### src/rtl/mpu_pkg.sv
package mpu_pkg;

    typedef enum logic [1:0] {
        ACC_READ  = 2'd0,
        ACC_WRITE = 2'd1,
        ACC_EXEC  = 2'd2,
        ACC_RSVD  = 2'd3
    } acc_kind_e;

    typedef enum logic {
        CFG_CLEAN   = 1'b0,
        CFG_FAULTED = 1'b1
    } cfg_state_e;

    typedef enum logic {
        FLD_RANGE  = 1'b0,
        FLD_POLICY = 1'b1
    } cfg_field_e;

    localparam int POL_W     = 6;
    localparam int POL_RD_NP = 0;
    localparam int POL_WR_NP = 1;
    localparam int POL_EX_NP = 2;
    localparam int POL_RD_P  = 3;
    localparam int POL_WR_P  = 4;
    localparam int POL_EX_P  = 5;

endpackage

### src/rtl/mpu_region_filter.sv
module mpu_region_filter
    import mpu_pkg::*;
#(
    parameter int ADDR_W = 16
) (
    input  logic [ADDR_W-1:0] addr,
    input  acc_kind_e         kind,
    input  logic              priv,
    input  logic [ADDR_W-1:0] base,
    input  logic [ADDR_W-1:0] size,
    input  logic [POL_W-1:0]  pol,
    output logic              pass
);
    logic [ADDR_W:0] limit;
    logic            hit;
    logic            allow;

    always_comb begin
        limit = {1'b0, base} + {1'b0, size};
        hit   = (size != '0) && (addr >= base) && ({1'b0, addr} < limit);
    end

    always_comb begin
        unique case (kind)
            ACC_READ:  allow = priv ? pol[POL_RD_P] : pol[POL_RD_NP];
            ACC_WRITE: allow = priv ? pol[POL_WR_P] : pol[POL_WR_NP];
            ACC_EXEC:  allow = priv ? pol[POL_EX_P] : pol[POL_EX_NP];
            ACC_RSVD:  allow = 1'b0;
        endcase
        pass = !hit || allow;
    end
endmodule

### src/rtl/mpu_overlap_check.sv
module mpu_overlap_check #(
    parameter int ADDR_W      = 16,
    parameter int NUM_REGIONS = 3,
    parameter int NUM_PRIV    = 2
) (
    input  logic [ADDR_W-1:0]                  new_base,
    input  logic [ADDR_W-1:0]                  new_size,
    input  logic [NUM_REGIONS-1:0][ADDR_W-1:0] cur_base,
    input  logic [NUM_REGIONS-1:0][ADDR_W-1:0] cur_size,
    output logic                               clash
);
    logic [ADDR_W:0]     new_limit;
    logic [NUM_PRIV-1:0] hit;

    assign new_limit = {1'b0, new_base} + {1'b0, new_size};

    for (genvar g = 0; g < NUM_PRIV; g++) begin : g_prot
        logic [ADDR_W:0] cur_limit;
        assign cur_limit = {1'b0, cur_base[g]} + {1'b0, cur_size[g]};
        assign hit[g] = (new_size != '0) && (cur_size[g] != '0)
                     && ({1'b0, new_base} < cur_limit)
                     && ({1'b0, cur_base[g]} < new_limit);
    end

    assign clash = |hit;
endmodule

### src/rtl/mpu_cfg_regs.sv
module mpu_cfg_regs
    import mpu_pkg::*;
#(
    parameter int ADDR_W      = 16,
    parameter int NUM_REGIONS = 3,
    parameter int NUM_PRIV    = 2,
    parameter int CFG_W       = 32,
    parameter int SEL_W       = 2
) (
    input  logic                               clk,
    input  logic                               rst_n,
    input  logic                               we,
    input  logic                               priv,
    input  logic [SEL_W-1:0]                   sel,
    input  cfg_field_e                         field,
    input  logic [CFG_W-1:0]                   wdata,
    input  logic                               clash,
    output logic [NUM_REGIONS-1:0][ADDR_W-1:0] base_q,
    output logic [NUM_REGIONS-1:0][ADDR_W-1:0] size_q,
    output logic [NUM_REGIONS-1:0][POL_W-1:0]  pol_q,
    output logic                               err
);
    cfg_state_e state_q, state_d;
    logic       sel_valid;
    logic       sel_prot;
    logic       refuse;
    logic       accept;

    always_comb begin
        sel_valid = int'(sel) < NUM_REGIONS;
        sel_prot  = int'(sel) < NUM_PRIV;
        refuse    = we && sel_valid && !priv
                 && (sel_prot || (field == FLD_RANGE && clash));
        accept    = we && sel_valid && !refuse;
    end

    always_ff @(posedge clk or negedge rst_n) begin
        if (!rst_n) state_q <= CFG_CLEAN;
        else        state_q <= state_d;
    end

    always_comb begin
        state_d = state_q;
        unique case (state_q)
            CFG_CLEAN:   if (refuse) state_d = CFG_FAULTED;
            CFG_FAULTED: state_d = CFG_FAULTED;
        endcase
    end

    always_comb begin
        unique case (state_q)
            CFG_CLEAN:   err = 1'b0;
            CFG_FAULTED: err = 1'b1;
        endcase
    end

    for (genvar r = 0; r < NUM_REGIONS; r++) begin : g_reg
        logic hit_me;
        assign hit_me = accept && (int'(sel) == r);

        always_ff @(posedge clk or negedge rst_n) begin
            if (!rst_n) begin
                base_q[r] <= '0;
                size_q[r] <= '0;
                pol_q[r]  <= '0;
            end else if (hit_me) begin
                if (field == FLD_RANGE) begin
                    base_q[r] <= wdata[ADDR_W-1:0];
                    size_q[r] <= wdata[2*ADDR_W-1:ADDR_W];
                end else begin
                    pol_q[r]  <= wdata[POL_W-1:0];
                end
            end
        end
    end
endmodule

### src/rtl/mpu_guard.sv
module mpu_guard
    import mpu_pkg::*;
#(
    parameter int ADDR_W      = 16,
    parameter int NUM_REGIONS = 3,
    parameter int NUM_PRIV    = 2,
    parameter int CFG_W       = 32,
    parameter int SEL_W       = 2
) (
    input  logic              clk,
    input  logic              rst_n,
    input  logic              cfg_we,
    input  logic              cfg_priv,
    input  logic [SEL_W-1:0]  cfg_sel,
    input  logic              cfg_field,
    input  logic [CFG_W-1:0]  cfg_wdata,
    input  logic [ADDR_W-1:0] req_addr,
    input  logic [1:0]        req_kind,
    input  logic              req_priv,
    output logic              grant,
    output logic              cfg_err
);
    logic [NUM_REGIONS-1:0][ADDR_W-1:0] reg_base;
    logic [NUM_REGIONS-1:0][ADDR_W-1:0] reg_size;
    logic [NUM_REGIONS-1:0][POL_W-1:0]  reg_pol;
    logic [NUM_REGIONS-1:0]             pass;
    logic                               clash;
    acc_kind_e                          kind;

    assign kind = acc_kind_e'(req_kind);

    mpu_overlap_check #(
        .ADDR_W(ADDR_W), .NUM_REGIONS(NUM_REGIONS), .NUM_PRIV(NUM_PRIV)
    ) u_overlap (
        .new_base (cfg_wdata[ADDR_W-1:0]),
        .new_size (cfg_wdata[2*ADDR_W-1:ADDR_W]),
        .cur_base (reg_base),
        .cur_size (reg_size),
        .clash    (clash)
    );

    mpu_cfg_regs #(
        .ADDR_W(ADDR_W), .NUM_REGIONS(NUM_REGIONS), .NUM_PRIV(NUM_PRIV),
        .CFG_W(CFG_W), .SEL_W(SEL_W)
    ) u_cfg (
        .clk    (clk),
        .rst_n  (rst_n),
        .we     (cfg_we),
        .priv   (cfg_priv),
        .sel    (cfg_sel),
        .field  (cfg_field_e'(cfg_field)),
        .wdata  (cfg_wdata),
        .clash  (clash),
        .base_q (reg_base),
        .size_q (reg_size),
        .pol_q  (reg_pol),
        .err    (cfg_err)
    );

    for (genvar r = 0; r < NUM_REGIONS; r++) begin : g_flt
        mpu_region_filter #(.ADDR_W(ADDR_W)) u_flt (
            .addr (req_addr),
            .kind (kind),
            .priv (req_priv),
            .base (reg_base[r]),
            .size (reg_size[r]),
            .pol  (reg_pol[r]),
            .pass (pass[r])
        );
    end

    assign grant = (&pass) && (kind != ACC_RSVD);
endmodule

### config.mk
export PLATFORM = sky130hd
export DESIGN_NAME = mpu_guard
export DESIGN_NICKNAME = d
export VERILOG_FILES = /design/src/rtl/mpu_pkg.sv /design/src/rtl/mpu_region_filter.sv /design/src/rtl/mpu_overlap_check.sv /design/src/rtl/mpu_cfg_regs.sv /design/src/rtl/mpu_guard.sv
export SDC_FILE = /design/constraint.sdc
export NUM_CORES = 1
export LEC_CHECK = 0
export ABC_AREA = 1
export ABC_CLOCK_PERIOD_IN_PS = 5600
export BUFFER_PORTS_ARGS = -buffer_cell sky130_fd_sc_hd__buf_2
export CAP_MARGIN = 20
export CORE_ASPECT_RATIO = 1.2
export CORE_MARGIN = 1
export CORE_UTILIZATION = 40
export CTS_CLUSTER_SIZE = 10
export DETAILED_ROUTE_END_ITERATION = 10
export PLACE_DENSITY = 0.68
export SYNTH_ARGS = -nofsm -noshare
export SYNTH_HDL_FRONTEND = slang
export SYNTH_SLANG_ARGS = --single-unit
### constraint.sdc
create_clock -name clk -period 5.6 [get_ports clk]
set_clock_uncertainty 0.15 [all_clocks]
set_input_delay 1.12 -clock clk [delete_from_list [all_inputs] [get_ports clk]]
set_output_delay 1.12 -clock clk [all_outputs]
set_load 0.02 [all_outputs]
==> results <==
- The async set or reset register ratio after synthesis is 100%.
- The run finished with clean final reports.
- Among all flip-flop cells after synthesis, the most frequent one is sky130_fd_sc_hd__dfrtp_1.
- The leakage power total is 6.44 nW.
- The type of origin of the critical path is a register.
- Clock-pin slew was measured on the worst setup and hold paths at 0.07 ns.
- The clock passes through at most 2 buffers.
- The worst hold path startpoint is u_cfg.pol_q[15].
- The sequential cells in the finished layout cover a total of 2880 um2.
- The width of the chip is 154 um.
- In this run the worst hold path is classified as reg2reg.
- The final net count is 1790.
- For flop-to-flop paths, the worst setup slack is 1.21 ns.
- After synthesis the cells add up to 11100 um2.
- The headroom to the max-slew limit is 28.3%.
- Summed over all nets, the half-perimeter wirelength after detailed placement is 26600 um.
- The overall die height is 184 um.
- The count of different cell masters after synthesis is 47.
- The number of cells on the worst reg-to-reg path is 26.
- The path with the worst hold slack has its endpoint at u_cfg.pol_q[15].
- Summing all non-filler instances in the final layout gives an area of 12500 um2.
- The pin count of the biggest net entering global routing is 78.
- Of the total synthesized cell area, the portion taken by full adders, half adders and majority gates is 24.3%.
- The worst hold path passes through 2 cells.
- The global-route wire length before repair is 52700 um.
- The number of buffers inserted for hold repair after clock tree synthesis is 0.
- The root buffer cell chosen for the clock tree is sky130_fd_sc_hd__clkbuf_16.
- Setup total negative slack on the finished layout was measured at 0 ns.
- Counting I/O delays and the setup requirement, the final critical path takes 5.40 ns.
- The first routing iteration left 655 violations.
- For this configuration, the core starts out at a cell density of 40.8%.
- The area used by multi-input combinational logic is 7470 um2.
- In this run, placement finished with an instance count of 1834.
- After detailed routing, the met3 layer carries 1800 um of wire.
- The number of global-route vias before repair is 9806.
- In this run the standard cell core region covers 27200 um2.
- Setup violations remaining at the end of the flow were counted as 0.
- For this run, design rule violations remaining after detail routing come to 0.
- The worst hold slack across all endpoints is 0.333 ns.
- The CTS tree is done.
- The reported max-cap violation count is 0.
- The post-synthesis instance total is 1448.
- The flip-flop and latch count after synthesis is 115.
- The residual overflow from global routing is 0.
- Leaving out filler cells and counting taps, the final layout contains 1872.
- The number of filler cells placed in the layout is 2681.
- The maximum fanout encountered on the critical timing path is 5.
- The later pin in the worst-skew pair is clocked with a latency of 0.43 ns.
- The first-pass detailed-route iteration total is 5.
- The cell accounting for the most synthesized area is sky130_fd_sc_hd__dfrtp_1.
- Sorting the synthesized cells by area gives the leading types as sky130_fd_sc_hd__dfrtp_1 26%, sky130_fd_sc_hd__ha_1 24%, sky130_fd_sc_hd__nand2_1 12%.
- The die covers 28400 um2.
- STA puts the critical path data arrival time at 4.13 ns.
- In the final routing, the length of wire on met1 measures 13700 um.
- The yosys synthesis warning count is 0.
- The area growth from synthesis to layout is 13.1%.
- The xor and xnor area share after synthesis is 4.11%.
- The critical path data required time is 4.33 ns.
- Overall power consumption after layout is estimated at 5.36 mW.
- The leading cell type in the layout, fill and taps excluded is sky130_fd_sc_hd__nand2_1.
- The capturing element type of the critical path is an output pin.
- At the end of routability-driven placement, the weighted congestion stood at 0.918.
- The share of post-route cells with drive strength above 1 is 10.6%.
- The number of nets handed over by synthesis was 1719.
- Yosys mapped a number of flops with a built-in enable equal to 0.
- The clock sink total is 115.
- The total count of max-transition violations in the final report is 0.
- After synthesis, the share of cell area in mux cells is 1.82%.
- IR analysis of the VDD net gives a maximum drop of 0.223 mV.
- The worst setup path is of the reg2out kind.
- Power spread over the standard cell area amounts to 428 nW/um2.
- The number of nets with antenna violations after detailed routing is 0.
- Based on the critical path, the design can be clocked at up to 185 MHz.
- The met2 layer wire length in the routed design is 16400 um.
- The number of failing hold endpoints at the final stage came to 0.
- The number of inserted diodes is 0.
- The ratio of final minimum period to clock period is 96.4%.
- Across every metal layer, demand over resource in global routing totals 24.3%.
- The initialized floorplan defines 66 standard-cell rows.
- The post-detailed-route wirelength per cell is 17.8 um.
- During placement, the flow inserted port buffers numbering 59.
- The routed via count divided by cell count is 5.44.
- In the layout the commonest cells are 349 x sky130_fd_sc_hd__nand2_1, 208 x sky130_fd_sc_hd__ha_1, 170 x sky130_fd_sc_hd__inv_1.
- The simple logic cell fraction of the synthesized area is 22.9%.
- The main combinational cell family by area after synthesis is adder cells.
- The initial antenna violation count came to 1.
- Summing the areas of all compound-gate instances in the mapped netlist gives 13.7% of the synthesized area.
- The fraction of synthesized cell area taken by the top area cell type is 26.0%.
- The total clock buffers created by CTS is 17.
- The sequential area share after synthesis is 26.0%.
- The capture point of the worst reg-to-reg path is u_cfg.base_q[35].
- The area after detailed placement is 11800 um2.
- The final routed wirelength across all metal layers is 33200 um.
- Summing over every cut layer, the via total after detailed routing is 10.2k.
- For the pin with the worst max-slew slack, the measured transition is 1.07 ns.
- The H-tree was split into 4 levels.
- Averaged over all synthesized cells, the footprint is 7.66 um2.
- The worst register-to-register path begins at u_cfg.base_q[16].
- The count of pins on the block boundary is 60.
- The uppermost metal layer occupied by signal nets is met5.
synthesized netlist by cell type, types with 3 or more instances:
cell type	count
sky130_fd_sc_hd__a31oi_1	8
sky130_fd_sc_hd__nand3_2	4
sky130_fd_sc_hd__inv_1	170
sky130_fd_sc_hd__clkbuf_1	16
sky130_fd_sc_hd__o21ai_0	88
sky130_fd_sc_hd__o21bai_1	7
sky130_fd_sc_hd__nor3_1	18
sky130_fd_sc_hd__nand2_2	3
sky130_fd_sc_hd__fa_1	4
sky130_fd_sc_hd__nand3_1	50
sky130_fd_sc_hd__dfrtp_1	115
sky130_fd_sc_hd__buf_4	4
sky130_fd_sc_hd__a21oi_2	3
sky130_fd_sc_hd__o221ai_1	6
sky130_fd_sc_hd__and3_1	3
sky130_fd_sc_hd__nand4_1	64
sky130_fd_sc_hd__o21bai_2	3
sky130_fd_sc_hd__xnor2_1	22
sky130_fd_sc_hd__nand3b_1	3
sky130_fd_sc_hd__ha_1	209
sky130_fd_sc_hd__nor4_1	14
sky130_fd_sc_hd__a211oi_1	11
sky130_fd_sc_hd__mux2_2	17
sky130_fd_sc_hd__a21o_1	3
sky130_fd_sc_hd__a21oi_1	114
sky130_fd_sc_hd__o211ai_1	5
sky130_fd_sc_hd__xor2_1	30
sky130_fd_sc_hd__o21a_1	7
sky130_fd_sc_hd__nor2_1	71
sky130_fd_sc_hd__a21boi_0	3
sky130_fd_sc_hd__nand2_1	349
sky130_fd_sc_hd__buf_2	5
logic make-up after synthesis:
group / Yosys count
DFF: 115
muxes: 18
and+or+nand+nor: 583
buffers and inverters: 201
xor gates and xnor gates: 52
AOI/OAI and AO/OA: 266
adders and majority gates: 213
worst max-delay path, cell delays in order, from the launching register on:
cell	delay [ns]
sky130_fd_sc_hd__dfrtp_1	0.41
sky130_fd_sc_hd__ha_1	0.37
sky130_fd_sc_hd__a21oi_1	0.17
sky130_fd_sc_hd__nand2_1	0.15
sky130_fd_sc_hd__nand3_2	0.14
sky130_fd_sc_hd__nand3_2	0.10
sky130_fd_sc_hd__a21oi_2	0.19
sky130_fd_sc_hd__o21bai_1	0.12
sky130_fd_sc_hd__a21oi_1	0.15
sky130_fd_sc_hd__nor2_1	0.06
sky130_fd_sc_hd__nor2_1	0.11
sky130_fd_sc_hd__xor2_1	0.21
sky130_fd_sc_hd__ha_1	0.26
sky130_fd_sc_hd__nand2_1	0.10
sky130_fd_sc_hd__nor2_1	0.05
sky130_fd_sc_hd__a21oi_1	0.23
sky130_fd_sc_hd__nand3_1	0.17
sky130_fd_sc_hd__nor2_1	0.12
sky130_fd_sc_hd__nand3_1	0.12
sky130_fd_sc_hd__nand3_1	0.19
sky130_fd_sc_hd__nor2_1	0.09
sky130_fd_sc_hd__buf_4	0.16
metrics by stage:
| step | utilization (%) | setup slack [ns] |
|---|---|---|
| after floorplan | - | 0.927 |
| after global placement | 43.5 | 0.126 |
| after detailed placement | 43.5 | 0.104 |
| after CTS | 45.7 | 0.0502 |
| after global routing | 46.2 | -0.0133 |
| final | 46.2 | 0.201 |
cell type report:
type	count	area share, %
repair buffers	81	4.07
inverters	172	5.15
clock buffers	19	3.61
well taps	340	3.39
flip-flops and latches	115	22.9
multi-input cells	1132	59.6
clock inverters	13	1.22
per-layer routing:
layer,global-route usage [%],vias to the layer above
met1,28.7,4683
met3,3.60,76
li1,-,5121
met2,43.7,306
met4,10.6,2
met5,0,-
what timing repair did:
| item | in CTS | in global routing |
|---|---|---|
| setup endpoints to repair | 0 | 1 |
| endpoints found under the hold margin | 0 | 0 |
| resized for setup | 0 | 14 |
| setup buffers | 0 | 5 |
where the power goes:
| part | switching, mW | leakage [nW] | internal [mW] |
|---|---|---|---|
| logic | 1.81 | 4.75 | 1.22 |
| registers | 0.177 | 1.40 | 1.03 |
| clock network | 0.444 | 0.292 | 0.686 |
sequential cells by signal, summed over array words and instances, names as in the netlist:
register       cells
u_cfg.state_q      1
u_cfg.pol_q       18
u_cfg.base_q      48
u_cfg.size_q      48
worst max-delay path by stage:
stage	start	endpoint	slack, ns	cells past startpoint
after floorplan	cfg_wdata[2]	u_cfg.base_q[32]	0.93	32
after global placement	cfg_wdata[2]	u_cfg.base_q[47]	0.13	33
after detailed placement	cfg_wdata[2]	u_cfg.base_q[35]	0.10	33
after CTS	u_cfg.size_q[32]	grant	0.05	20
after global routing	u_cfg.base_q[22]	grant	-0.01	21
final	u_cfg.base_q[18]	grant	0.20	21
Power figures use the tool's default switching activity.
